`config.mk`:
```
export PLATFORM = sky130hd
export DESIGN_NAME = eag_top
export DESIGN_NICKNAME = d
export VERILOG_FILES = /design/src/rtl/eag_pkg.sv /design/src/rtl/eag_bytes.sv /design/src/rtl/eag_seq.sv /design/src/rtl/eag_calc.sv /design/src/rtl/eag_top.sv
export SDC_FILE = /design/constraint.sdc
export NUM_CORES = 1
export LEC_CHECK = 0
export ABC_AREA = 1
export CAP_MARGIN = 20
export CORE_MARGIN = 4
export CORE_UTILIZATION = 63
export CTS_CLUSTER_SIZE = 24
export DETAILED_ROUTE_END_ITERATION = 8
export GPL_TIMING_DRIVEN = 0
export PLACE_DENSITY = 0.88
export SYNTH_ARGS = -nofsm -noshare
export SYNTH_HDL_FRONTEND = slang
export SYNTH_SLANG_ARGS = --single-unit
```
`constraint.sdc`:
```
create_clock -name clk -period 4.8 [get_ports clk]
set_input_delay 0.72 -clock clk [delete_from_list [all_inputs] [get_ports clk]]
set_output_delay 0.72 -clock clk [all_outputs]
set_load 0.05 [all_outputs]
```
`src/rtl/eag_pkg.sv`:
```
`timescale 1ns/1ps
package eag_pkg;

   typedef enum logic [2:0] {
      AM_IMM  = 3'd0,
      AM_ZP   = 3'd1,
      AM_ZPI  = 3'd2,
      AM_ABS  = 3'd3,
      AM_ABI  = 3'd4,
      AM_PRE  = 3'd5,
      AM_POST = 3'd6,
      AM_REL  = 3'd7
   } amode_t;

   typedef enum logic [2:0] {
      ST_IDLE,
      ST_OP0,
      ST_OP1,
      ST_OPW,
      ST_P0,
      ST_P1,
      ST_PW,
      ST_CALC
   } seq_st_t;

   // capture code k+1 loads byte slot k
   typedef enum logic [2:0] {
      CAP_NONE = 3'd0,
      CAP_OPLO = 3'd1,
      CAP_OPHI = 3'd2,
      CAP_PLO  = 3'd3,
      CAP_PHI  = 3'd4
   } cap_t;

   localparam int SLOT_OPLO = 0;
   localparam int SLOT_OPHI = 1;
   localparam int SLOT_PLO  = 2;
   localparam int SLOT_PHI  = 3;
   localparam int NUM_SLOTS = 4;

   function automatic logic is_two_byte(input amode_t m);
      return (m == AM_ABS) || (m == AM_ABI);
   endfunction

   function automatic logic is_via_ptr(input amode_t m);
      return (m == AM_PRE) || (m == AM_POST);
   endfunction

endpackage

```
`src/rtl/eag_bytes.sv`:
```
`timescale 1ns/1ps
module eag_bytes
   import eag_pkg::*;
#(
   parameter int DATA_W = 8,
   parameter int NSLOT  = 4
) (
   input  logic                         clk,
   input  logic                         rst_n,
   input  cap_t                         cap,
   input  logic [DATA_W-1:0]            rdata,
   output logic [NSLOT-1:0][DATA_W-1:0] slots
);

   if (NSLOT < 1 || NSLOT > 7) begin : g_bad_nslot
      $error("eag_bytes: NSLOT must be 1..7");
   end

   for (genvar i = 0; i < NSLOT; i++) begin : g_slot
      localparam logic [2:0] CODE = 3'(i + 1);
      always_ff @(posedge clk) begin
         if (!rst_n) begin
            slots[i] <= '0;
         end else if (cap == cap_t'(CODE)) begin
            slots[i] <= rdata;
         end
      end
   end

endmodule

```
`src/rtl/eag_seq.sv`:
```
`timescale 1ns/1ps
module eag_seq
   import eag_pkg::*;
#(
   parameter int DATA_W   = 8,
   parameter int ADDR_W   = 16,
   parameter bit PTR_WRAP = 1'b1
) (
   input  logic              clk,
   input  logic              rst_n,
   input  logic              start,
   input  logic [2:0]        mode_i,
   input  logic              isel_i,
   input  logic [DATA_W-1:0] x_i,
   input  logic [DATA_W-1:0] y_i,
   input  logic [ADDR_W-1:0] pc_i,
   input  logic [DATA_W-1:0] op_lo,
   output amode_t            mode_q,
   output logic              isel_q,
   output logic [DATA_W-1:0] x_q,
   output logic [DATA_W-1:0] y_q,
   output logic [ADDR_W-1:0] pc_q,
   output logic              busy,
   output logic              calc,
   output logic              mem_rd,
   output logic [ADDR_W-1:0] mem_addr,
   output cap_t              cap_q
);

   localparam int PG_W = ADDR_W - DATA_W;
   localparam logic [ADDR_W-1:0] A_ONE = ADDR_W'(1);
   localparam logic [DATA_W-1:0] B_ONE = DATA_W'(1);

   seq_st_t           st_q, st_d;
   cap_t              cap_d;
   logic [DATA_W-1:0] zp0;
   logic [ADDR_W-1:0] ptr0_addr, ptr1_addr;

   // pointer location in page zero; pre-indexed adds X before the lookup
   assign zp0       = (mode_q == AM_PRE) ? (op_lo + x_q) : op_lo;
   assign ptr0_addr = {{PG_W{1'b0}}, zp0};

   if (PTR_WRAP) begin : g_ptr_wrap
      assign ptr1_addr = {{PG_W{1'b0}}, zp0 + B_ONE};
   end else begin : g_ptr_carry
      assign ptr1_addr = ptr0_addr + A_ONE;
   end

   always_comb begin
      st_d     = st_q;
      cap_d    = CAP_NONE;
      mem_rd   = 1'b0;
      mem_addr = pc_q;
      case (st_q)
         ST_IDLE: begin
            if (start) begin
               st_d = (amode_t'(mode_i) == AM_IMM) ? ST_CALC : ST_OP0;
            end
         end
         ST_OP0: begin
            mem_rd = 1'b1;
            cap_d  = CAP_OPLO;
            st_d   = is_two_byte(mode_q) ? ST_OP1 : ST_OPW;
         end
         ST_OP1: begin
            mem_rd   = 1'b1;
            mem_addr = pc_q + A_ONE;
            cap_d    = CAP_OPHI;
            st_d     = ST_OPW;
         end
         ST_OPW: begin
            st_d = is_via_ptr(mode_q) ? ST_P0 : ST_CALC;
         end
         ST_P0: begin
            mem_rd   = 1'b1;
            mem_addr = ptr0_addr;
            cap_d    = CAP_PLO;
            st_d     = ST_P1;
         end
         ST_P1: begin
            mem_rd   = 1'b1;
            mem_addr = ptr1_addr;
            cap_d    = CAP_PHI;
            st_d     = ST_PW;
         end
         ST_PW:   st_d = ST_CALC;
         ST_CALC: st_d = ST_IDLE;
         default: st_d = ST_IDLE;
      endcase
   end

   always_ff @(posedge clk) begin
      if (!rst_n) begin
         st_q   <= ST_IDLE;
         cap_q  <= CAP_NONE;
         mode_q <= AM_IMM;
         isel_q <= 1'b0;
         x_q    <= '0;
         y_q    <= '0;
         pc_q   <= '0;
      end else begin
         st_q  <= st_d;
         cap_q <= cap_d;
         if (st_q == ST_IDLE && start) begin
            mode_q <= amode_t'(mode_i);
            isel_q <= isel_i;
            x_q    <= x_i;
            y_q    <= y_i;
            pc_q   <= pc_i;
         end
      end
   end

   assign busy = (st_q != ST_IDLE);
   assign calc = (st_q == ST_CALC);

endmodule

```
`src/rtl/eag_calc.sv`:
```
`timescale 1ns/1ps
module eag_calc
   import eag_pkg::*;
#(
   parameter int DATA_W = 8,
   parameter int ADDR_W = 16,
   parameter int ADV_W  = 2
) (
   input  amode_t            mode,
   input  logic              isel,
   input  logic [DATA_W-1:0] x,
   input  logic [DATA_W-1:0] y,
   input  logic [ADDR_W-1:0] pc,
   input  logic [DATA_W-1:0] op_lo,
   input  logic [DATA_W-1:0] op_hi,
   input  logic [DATA_W-1:0] p_lo,
   input  logic [DATA_W-1:0] p_hi,
   output logic [ADDR_W-1:0] ea,
   output logic              xpage,
   output logic [ADV_W-1:0]  adv
);

   localparam int PG_W = ADDR_W - DATA_W;
   localparam logic [ADDR_W-1:0] A_ONE = ADDR_W'(1);

   logic [DATA_W-1:0] idx;
   logic [ADDR_W-1:0] base;
   logic              xp_en;

   assign idx = isel ? y : x;

   always_comb begin
      base  = pc;
      ea    = pc;
      xp_en = 1'b0;
      adv   = ADV_W'(1);
      case (mode)
         AM_IMM: ea = pc;
         AM_ZP:  ea = {{PG_W{1'b0}}, op_lo};
         AM_ZPI: ea = {{PG_W{1'b0}}, op_lo + idx};
         AM_ABS: begin
            ea  = {op_hi, op_lo};
            adv = ADV_W'(2);
         end
         AM_ABI: begin
            base  = {op_hi, op_lo};
            ea    = base + {{PG_W{1'b0}}, idx};
            xp_en = 1'b1;
            adv   = ADV_W'(2);
         end
         AM_PRE: ea = {p_hi, p_lo};
         AM_POST: begin
            base  = {p_hi, p_lo};
            ea    = base + {{PG_W{1'b0}}, y};
            xp_en = 1'b1;
         end
         AM_REL: begin
            base  = pc + A_ONE;
            ea    = base + {{PG_W{op_lo[DATA_W-1]}}, op_lo};
            xp_en = 1'b1;
         end
         default: ea = pc;
      endcase
      xpage = xp_en && (ea[ADDR_W-1:DATA_W] != base[ADDR_W-1:DATA_W]);
   end

endmodule

```
`src/rtl/eag_top.sv`:
```
`timescale 1ns/1ps
module eag_top
   import eag_pkg::*;
#(
   parameter int DATA_W   = 8,
   parameter int ADDR_W   = 16,
   parameter bit PTR_WRAP = 1'b1
) (
   input  logic              clk,
   input  logic              rst_n,
   input  logic              start,
   input  logic [2:0]        mode,
   input  logic              idx_sel,
   input  logic [DATA_W-1:0] x_idx,
   input  logic [DATA_W-1:0] y_idx,
   input  logic [ADDR_W-1:0] pc,
   output logic              mem_rd,
   output logic [ADDR_W-1:0] mem_addr,
   input  logic [DATA_W-1:0] mem_rdata,
   output logic              busy,
   output logic              done,
   output logic [ADDR_W-1:0] ea,
   output logic              page_cross,
   output logic [1:0]        pc_adv
);

   localparam int ADV_W = 2;

   if (ADDR_W != 2 * DATA_W) begin : g_bad_width
      $error("eag_top: ADDR_W must be twice DATA_W");
   end
   if (DATA_W < 2) begin : g_bad_data
      $error("eag_top: DATA_W must be at least 2");
   end

   amode_t                             mode_q;
   logic                               isel_q;
   logic [DATA_W-1:0]                  x_q, y_q;
   logic [ADDR_W-1:0]                  pc_q;
   logic                               calc;
   cap_t                               cap_q;
   logic [NUM_SLOTS-1:0][DATA_W-1:0]   slots;
   logic [ADDR_W-1:0]                  ea_c;
   logic                               xp_c;
   logic [ADV_W-1:0]                   adv_c;

   eag_seq #(
      .DATA_W   (DATA_W),
      .ADDR_W   (ADDR_W),
      .PTR_WRAP (PTR_WRAP)
   ) u_seq (
      .clk      (clk),
      .rst_n    (rst_n),
      .start    (start),
      .mode_i   (mode),
      .isel_i   (idx_sel),
      .x_i      (x_idx),
      .y_i      (y_idx),
      .pc_i     (pc),
      .op_lo    (slots[SLOT_OPLO]),
      .mode_q   (mode_q),
      .isel_q   (isel_q),
      .x_q      (x_q),
      .y_q      (y_q),
      .pc_q     (pc_q),
      .busy     (busy),
      .calc     (calc),
      .mem_rd   (mem_rd),
      .mem_addr (mem_addr),
      .cap_q    (cap_q)
   );

   eag_bytes #(
      .DATA_W (DATA_W),
      .NSLOT  (NUM_SLOTS)
   ) u_bytes (
      .clk   (clk),
      .rst_n (rst_n),
      .cap   (cap_q),
      .rdata (mem_rdata),
      .slots (slots)
   );

   eag_calc #(
      .DATA_W (DATA_W),
      .ADDR_W (ADDR_W),
      .ADV_W  (ADV_W)
   ) u_calc (
      .mode  (mode_q),
      .isel  (isel_q),
      .x     (x_q),
      .y     (y_q),
      .pc    (pc_q),
      .op_lo (slots[SLOT_OPLO]),
      .op_hi (slots[SLOT_OPHI]),
      .p_lo  (slots[SLOT_PLO]),
      .p_hi  (slots[SLOT_PHI]),
      .ea    (ea_c),
      .xpage (xp_c),
      .adv   (adv_c)
   );

   always_ff @(posedge clk) begin
      if (!rst_n) begin
         done       <= 1'b0;
         ea         <= '0;
         page_cross <= 1'b0;
         pc_adv     <= '0;
      end else begin
         done <= calc;
         if (calc) begin
            ea         <= ea_c;
            page_cross <= xp_c;
            pc_adv     <= adv_c;
         end
      end
   end

endmodule

```
Yosys cells after proc, flatten, opt, wreduce, memory -nomap -nowiden
Index checks and enable logic that the tools add are counted.

cells by class
  add/sub/neg operators = 7
  equal/unequal tests = 20
  multiplexer cells = 14
  reduce and logical (&&, ||, !) cells = 11

operator list
  kind                                                  count
  case mux 16 bit (8 select lines)                      1
  case mux 16 bit (3 select lines)                      2
  adder 16 x 8 -> 16 bit                                2
  equality test 3 bit (second input constant)           9
  case mux 3 bit (8 select lines)                       1
  equality test 3 x 2 -> 1 bit (second input constant)  6
  adder 16 x 1 -> 16 bit (second input constant)        1
  adder 16 bit                                          1
  adder 8 bit                                           2
  two-way mux 8 bit                                     2
  case mux 3 bit (4 select lines)                       1
  equality test 3 x 1 -> 1 bit (second input constant)  3
  logical NOT 3 bit                                     3
  adder 8 x 1 -> 8 bit (second input constant)          1
  inequality test 8 bit                                 1
  two-way mux 3 bit                                     2
  two-way mux 2 bit                                     2
  OR reduction 4 bit                                    1
  two-way mux 1 bit                                     3
  nonzero test 3 bit                                    1
  OR reduction 3 bit                                    1
  logical AND 1 bit                                     2
  logical OR 1 bit                                      2
  inequality test 2 bit (second input constant)         1
  OR reduction 2 bit                                    1

storage, ports and cells
  register bits = 94
  input bits = 47
  output and inout port bits = 38
  logic and storage cells = 67

Logic depth before layout (Yosys ltp)
  depth in word-level cells = 5
  gate-level depth with buffers = 28
  gate-level depth less buffers = 28

Hierarchy
Synthesis repeated with hierarchy kept, for this count alone.

unflattened totals
  cell total of the unflattened synthesis = 1522
  area, all modules = 8805.9 um^2

by module, submodules not included
  module     times used  cells an instance  area each (um^2)  sequential area each (um^2)
  eag_calc   1           790                3976.3            0.0
  eag_seq    1           409                2677.6            840.8
  eag_bytes  1           200                1348.8            640.6
  eag_top    1           123                803.3             400.4

Worst setup path before layout
Ideal clock, no wire load.

  path type = register to output
  start point = reg u_bytes.slots[0] (netlist name)
  end point = out mem_addr[6]
  arrival = 2.466 ns
  data required time = 4.080 ns
  setup slack = 1.614 ns
  stages on the path, launching flop included = 15
  path buffers = 0
  cell sequence = dfxtp_1 -> ha_1 -> fa_1 -> nand3_1 -> nand2_1 -> nand2_1 -> nand2_1 -> a21oi_1 -> xor2_1 -> nand2_1 -> o21ai_0 -> inv_1 -> xor2_1 -> nand2_1 -> o2111ai_1

on the way
  cells in the longest elaborated chain, start to end = 4

ends and longest elaborated chain
  item                                  RTL line         text
  from (decl)                           eag_bytes.sv:12  output logic [NSLOT-1:0][DATA_W-1:0] slots
  from (signal, indexed assignment)     eag_bytes.sv:25  slots[i] <= rdata;
  adder 8 bit                           eag_seq.sv:40    assign zp0 = (mode_q == AM_PRE) ? (op_lo + x_q) : op_lo;
  two-way mux 8 bit (*)                 eag_seq.sv:40
  adder 8 x 1 -> 8 bit                  eag_seq.sv:44    assign ptr1_addr = {{PG_W{1'b0}}, zp0 + B_ONE};
  case mux 16 bit (3 select lines) (*)  eag_seq.sv:54    case (st_q)
  to (decl)                             eag_top.sv:18    output logic [ADDR_W-1:0] mem_addr,

Every way passes the cells marked *; elsewhere a longest branch is shown, timed or not.

Worst setup path after layout
  start point = reg u_seq.mode_q[0]
  end point = out mem_addr[6]

on the way
  cells in the longest elaborated chain, start to end = 4

ends and longest elaborated chain
  item                                  RTL line        text
  from (decl)                           eag_seq.sv:18   output amode_t mode_q,
  from (signal assigned)                eag_seq.sv:105  mode_q <= amode_t'(mode_i);
  equality test 3 bit (*)               eag_seq.sv:40
  two-way mux 8 bit (*)                 eag_seq.sv:40
  adder 8 x 1 -> 8 bit                  eag_seq.sv:44
  case mux 16 bit (3 select lines) (*)  eag_seq.sv:54

Marked as above.

==> run summary <==
Yosys cell types = 47
Critical Path Start Type = register
Clk Latency, worst-skew pair = 0.36 ns
Clock-pin transition on the worst setup and hold timing paths = 0.07 ns
Max cap viols = 0
Multi-input combinational cell area = 0.00504 mm^2
Vias in the first global route = 8300
PostCTS Resize Cnt = 0
Fin crit period = 4.43 ns
Worst Hold End = ea[1]
Die height = 119 um
Worst Tran Pin Value = 0.918 ns
Setup_tns = 0 ns
Clock Tree Root = clkbuf_16
CP endpoint kind = output port
Relative slew slack = 0.384
GRT Overall Usage = 0.381
CP Data Arrival Time = 3.71 ns
Initial DRC count = 1341
Chip width = 119 um
Maximum vdd drop = 0.000297 V
Post-layout util = 0.756
DRC Markers = 0
Reg-to-Reg End = page_cross
CP required = 4.08 ns
CTS tree = built
Global-route wire length before repair = 42600 um
Syn. warnings = 0
Post-Syn Area per Cell = 6.11 um^2
Simple-gate share of the synthesized area = 0.331
Largest net degree at the start of global routing = 19
Initial antenna violation count = 0
Area grow syn2layout = 17.1%
R2r setup slk = 1.11 ns
Adder-Cell Fraction of Synth Area = 0.0794
Leakage power = 4.27 nW
Detail Placement HPWL = 21800 um
Reg-to-Reg Start = u_seq.pc_q[1]
Placeable Area = 0.0121 mm^2
Post-synth top area share = 0.242
Max Freq = 0.226 GHz
Crit-path cells = nand3_2 > inv_4 > buf_6 > nand2_1 > o21ai_2 > ha_1 > inv_1 > nor2_2 > nand2_1 > nor2_1 > inv_1 > nor2_1 > xor2_1 > nand2_1 > o2111ai_1 > clkdlybuf4s50_1
Pwr dens = 323 mW/mm^2
Hold/Removal Path Class = reg -> reg
Xor and xnor fraction of the mapped netlist area = 0.0169
Routed wire length = 27600 um
Share of layout cells above drive strength 1 = 0.0539
Critical Path Fanout Max = 10
Synth area leaders = dfxtp_1 (24%), nand2_1 (16%), inv_1 (8.6%)
Hold depth = 2
Iteration count of the initial detailed-routing pass = 6
Status = complete, no violations
Worst path slowest cell = clkdlybuf4s50_1
Top cell type by total area after synthesis = dfxtp_1
CTS buffer count = 9
Routed Antenna Nets = 0
H-tree depth = 3
Fill cells = 1022
Vias = 9331
Final Hold Viols = 0
WL/cell = 17.9 um
Reg area = 0.00188 mm^2
Die ar. = 0.0142 mm^2
#FFs+latches synth = 94
Total nets after synthesis = 1368
Cell repeated most along the worst path = nand2_1
CP Class = reg -> out
Multiplexer share of the synthesized area = 0
IO Count = 85
Main combinational cell family by area after synthesis = simple AND/OR/NAND/NOR gates
RSZ-0062 raised after global routing = no
PortBufs = 83
Fin nets = 1462
Reg2reg path depth = 22
Initial Util = 0.646
Worst Clk Skew = 0.0116 ns
Worst hold start = ea[1]
CTS max path bufs = 2
Non-filler cells, final = 1541
Setup bufs post-CTS = 0
Grt total ovfl = 0
DP Cell Count = 1525
N_diodes = 0
Final GP Congestion = 1.07
Final hold slack = 0.472 ns
Final Max Tran Viols = 0
Via/cell ratio = 6.06
Hold_buf cts = 0
Cells after Synth = 1274
Power Total = 2.94 mW
Tcrit/Tclk final = 0.923
Row Count = 40
Seq/Total Area, Yosys = 0.242
Mapped Area = 0.00779 mm^2
Final setup violating endpoints = 0
Sink Count = 94
Synth Area in Compound Gates = 0.219
CP peak stage delay = 0.85 ns
-- final cells by class --
cell class,instances,share of cell area
multi-input cells,957,0.552
flip-flops and latches,94,0.206
repair buffers,83,0.0911
inverters,188,0.0777
clock buffers,9,0.0247
well taps,168,0.0231
plain buffers,35,0.0177
clock inverters,7,0.00686
-- power breakdown --
group / switching (mW) / leakage (nW) / internal [mW]
sequential: 0.112 / 0.767 / 0.854
combinational: 0.838 / 3.36 / 0.414
clock: 0.362 / 0.139 / 0.363
-- routing by layer --
metal	routed length (um)	up-vias	global-route usage
li1	-	4440	-
met4	1650	0	0.210
met2	11900	624	0.581
met3	3100	113	0.0584
met5	0	-	0
met1	10900	4154	0.513
-- synthesized netlist by cell type, drive strengths merged --
master and n:
buf 8, xnor2 5, o211ai 4, o21ai 136, a21oi 118, or2 9
o41ai 1, nand3b 6, fa 4, a22oi 2, nand4 21, xor2 10
nor4 2, clkbuf 27, nor3 12, nand3 106, o22ai 6, inv 188
and3 3, a31oi 1, dfxtp 94, o2111ai 7, ha 43, nand2 343
a21boi 4, o221ai 4, and2 1, nor2 90, a221oi 19
-- cells in the final DEF, fill, tap and decap left out, drive strengths merged --
cell             n
o221ai           4
nand2          343
nor3            12
xor2            10
clkinv           2
clkbuf          36
fa               4
o41ai            1
a21boi           4
nor4             2
ha              43
a21oi          118
clkdlybuf4s50   83
nand3          106
o211ai           4
or2              9
dfxtp           94
and3             3
inv            192
nand3b           6
xnor2            5
a31oi            1
buf              8
nor2            90
a221oi          19
and2             1
clkinvlp         1
o2111ai          7
nand4           21
o21ai          136
o22ai            6
a22oi            2
-- worst max-delay path, delay by kind of cell (launching register included) --
kind                       cells  cell delay, ns
and+or+nand+nor                7            0.89
DFF                            1            0.48
xor gates and xnor gates       1            0.16
AOI/OAI and AO/OA              2            0.23
buffers and inverters          5            1.36
adders and majority gates      1            0.24
-- sequential cells by signal, indices dropped and copies added (netlist names) --
| signal | flops |
|---|---|
| ea | 16 |
| u_bytes.slots | 32 |
| u_seq.cap_q | 3 |
| done | 1 |
| u_seq.x_q | 8 |
| u_seq.st_q | 3 |
| u_seq.y_q | 8 |
| u_seq.pc_q | 16 |
| pc_adv | 2 |
| u_seq.isel_q | 1 |
| u_seq.mode_q | 3 |
| page_cross | 1 |
-- worst max-delay path by stage --
stage | startpoint | end | slack [ns] | depth (start not counted)
final | u_seq.mode_q[0] | mem_addr[6] | 0.37 | 16
after global routing | u_bytes.slots[0] | mem_addr[6] | 0.17 | 15
after CTS | u_bytes.slots[0] | mem_addr[6] | 0.43 | 15
after detailed placement | u_bytes.slots[0] | mem_addr[6] | 0.86 | 15
after global placement | u_bytes.slots[0] | mem_addr[6] | 0.89 | 15
after floorplan | u_bytes.slots[0] | mem_addr[6] | 1.61 | 14
-- kinds of logic after synthesis --
group,after synthesis
buffers and inverters,223
flip-flops,94
AND/OR/NAND/NOR,593
adder cells (fa/ha/maj),47
AO/OA/AOI/OAI,302
XOR/XNOR,15
-- per-stage QoR --
stage / cell area, um^2 / worst slack, ns
after detailed placement: 8830 / 0.856
after CTS: 9120 / 0.428
after global routing: 9120 / 0.167
after global placement: 8830 / 0.888
after floorplan: 7790 / 1.61
final: 9120 / 0.371
(Power assumes the default switching activity.)
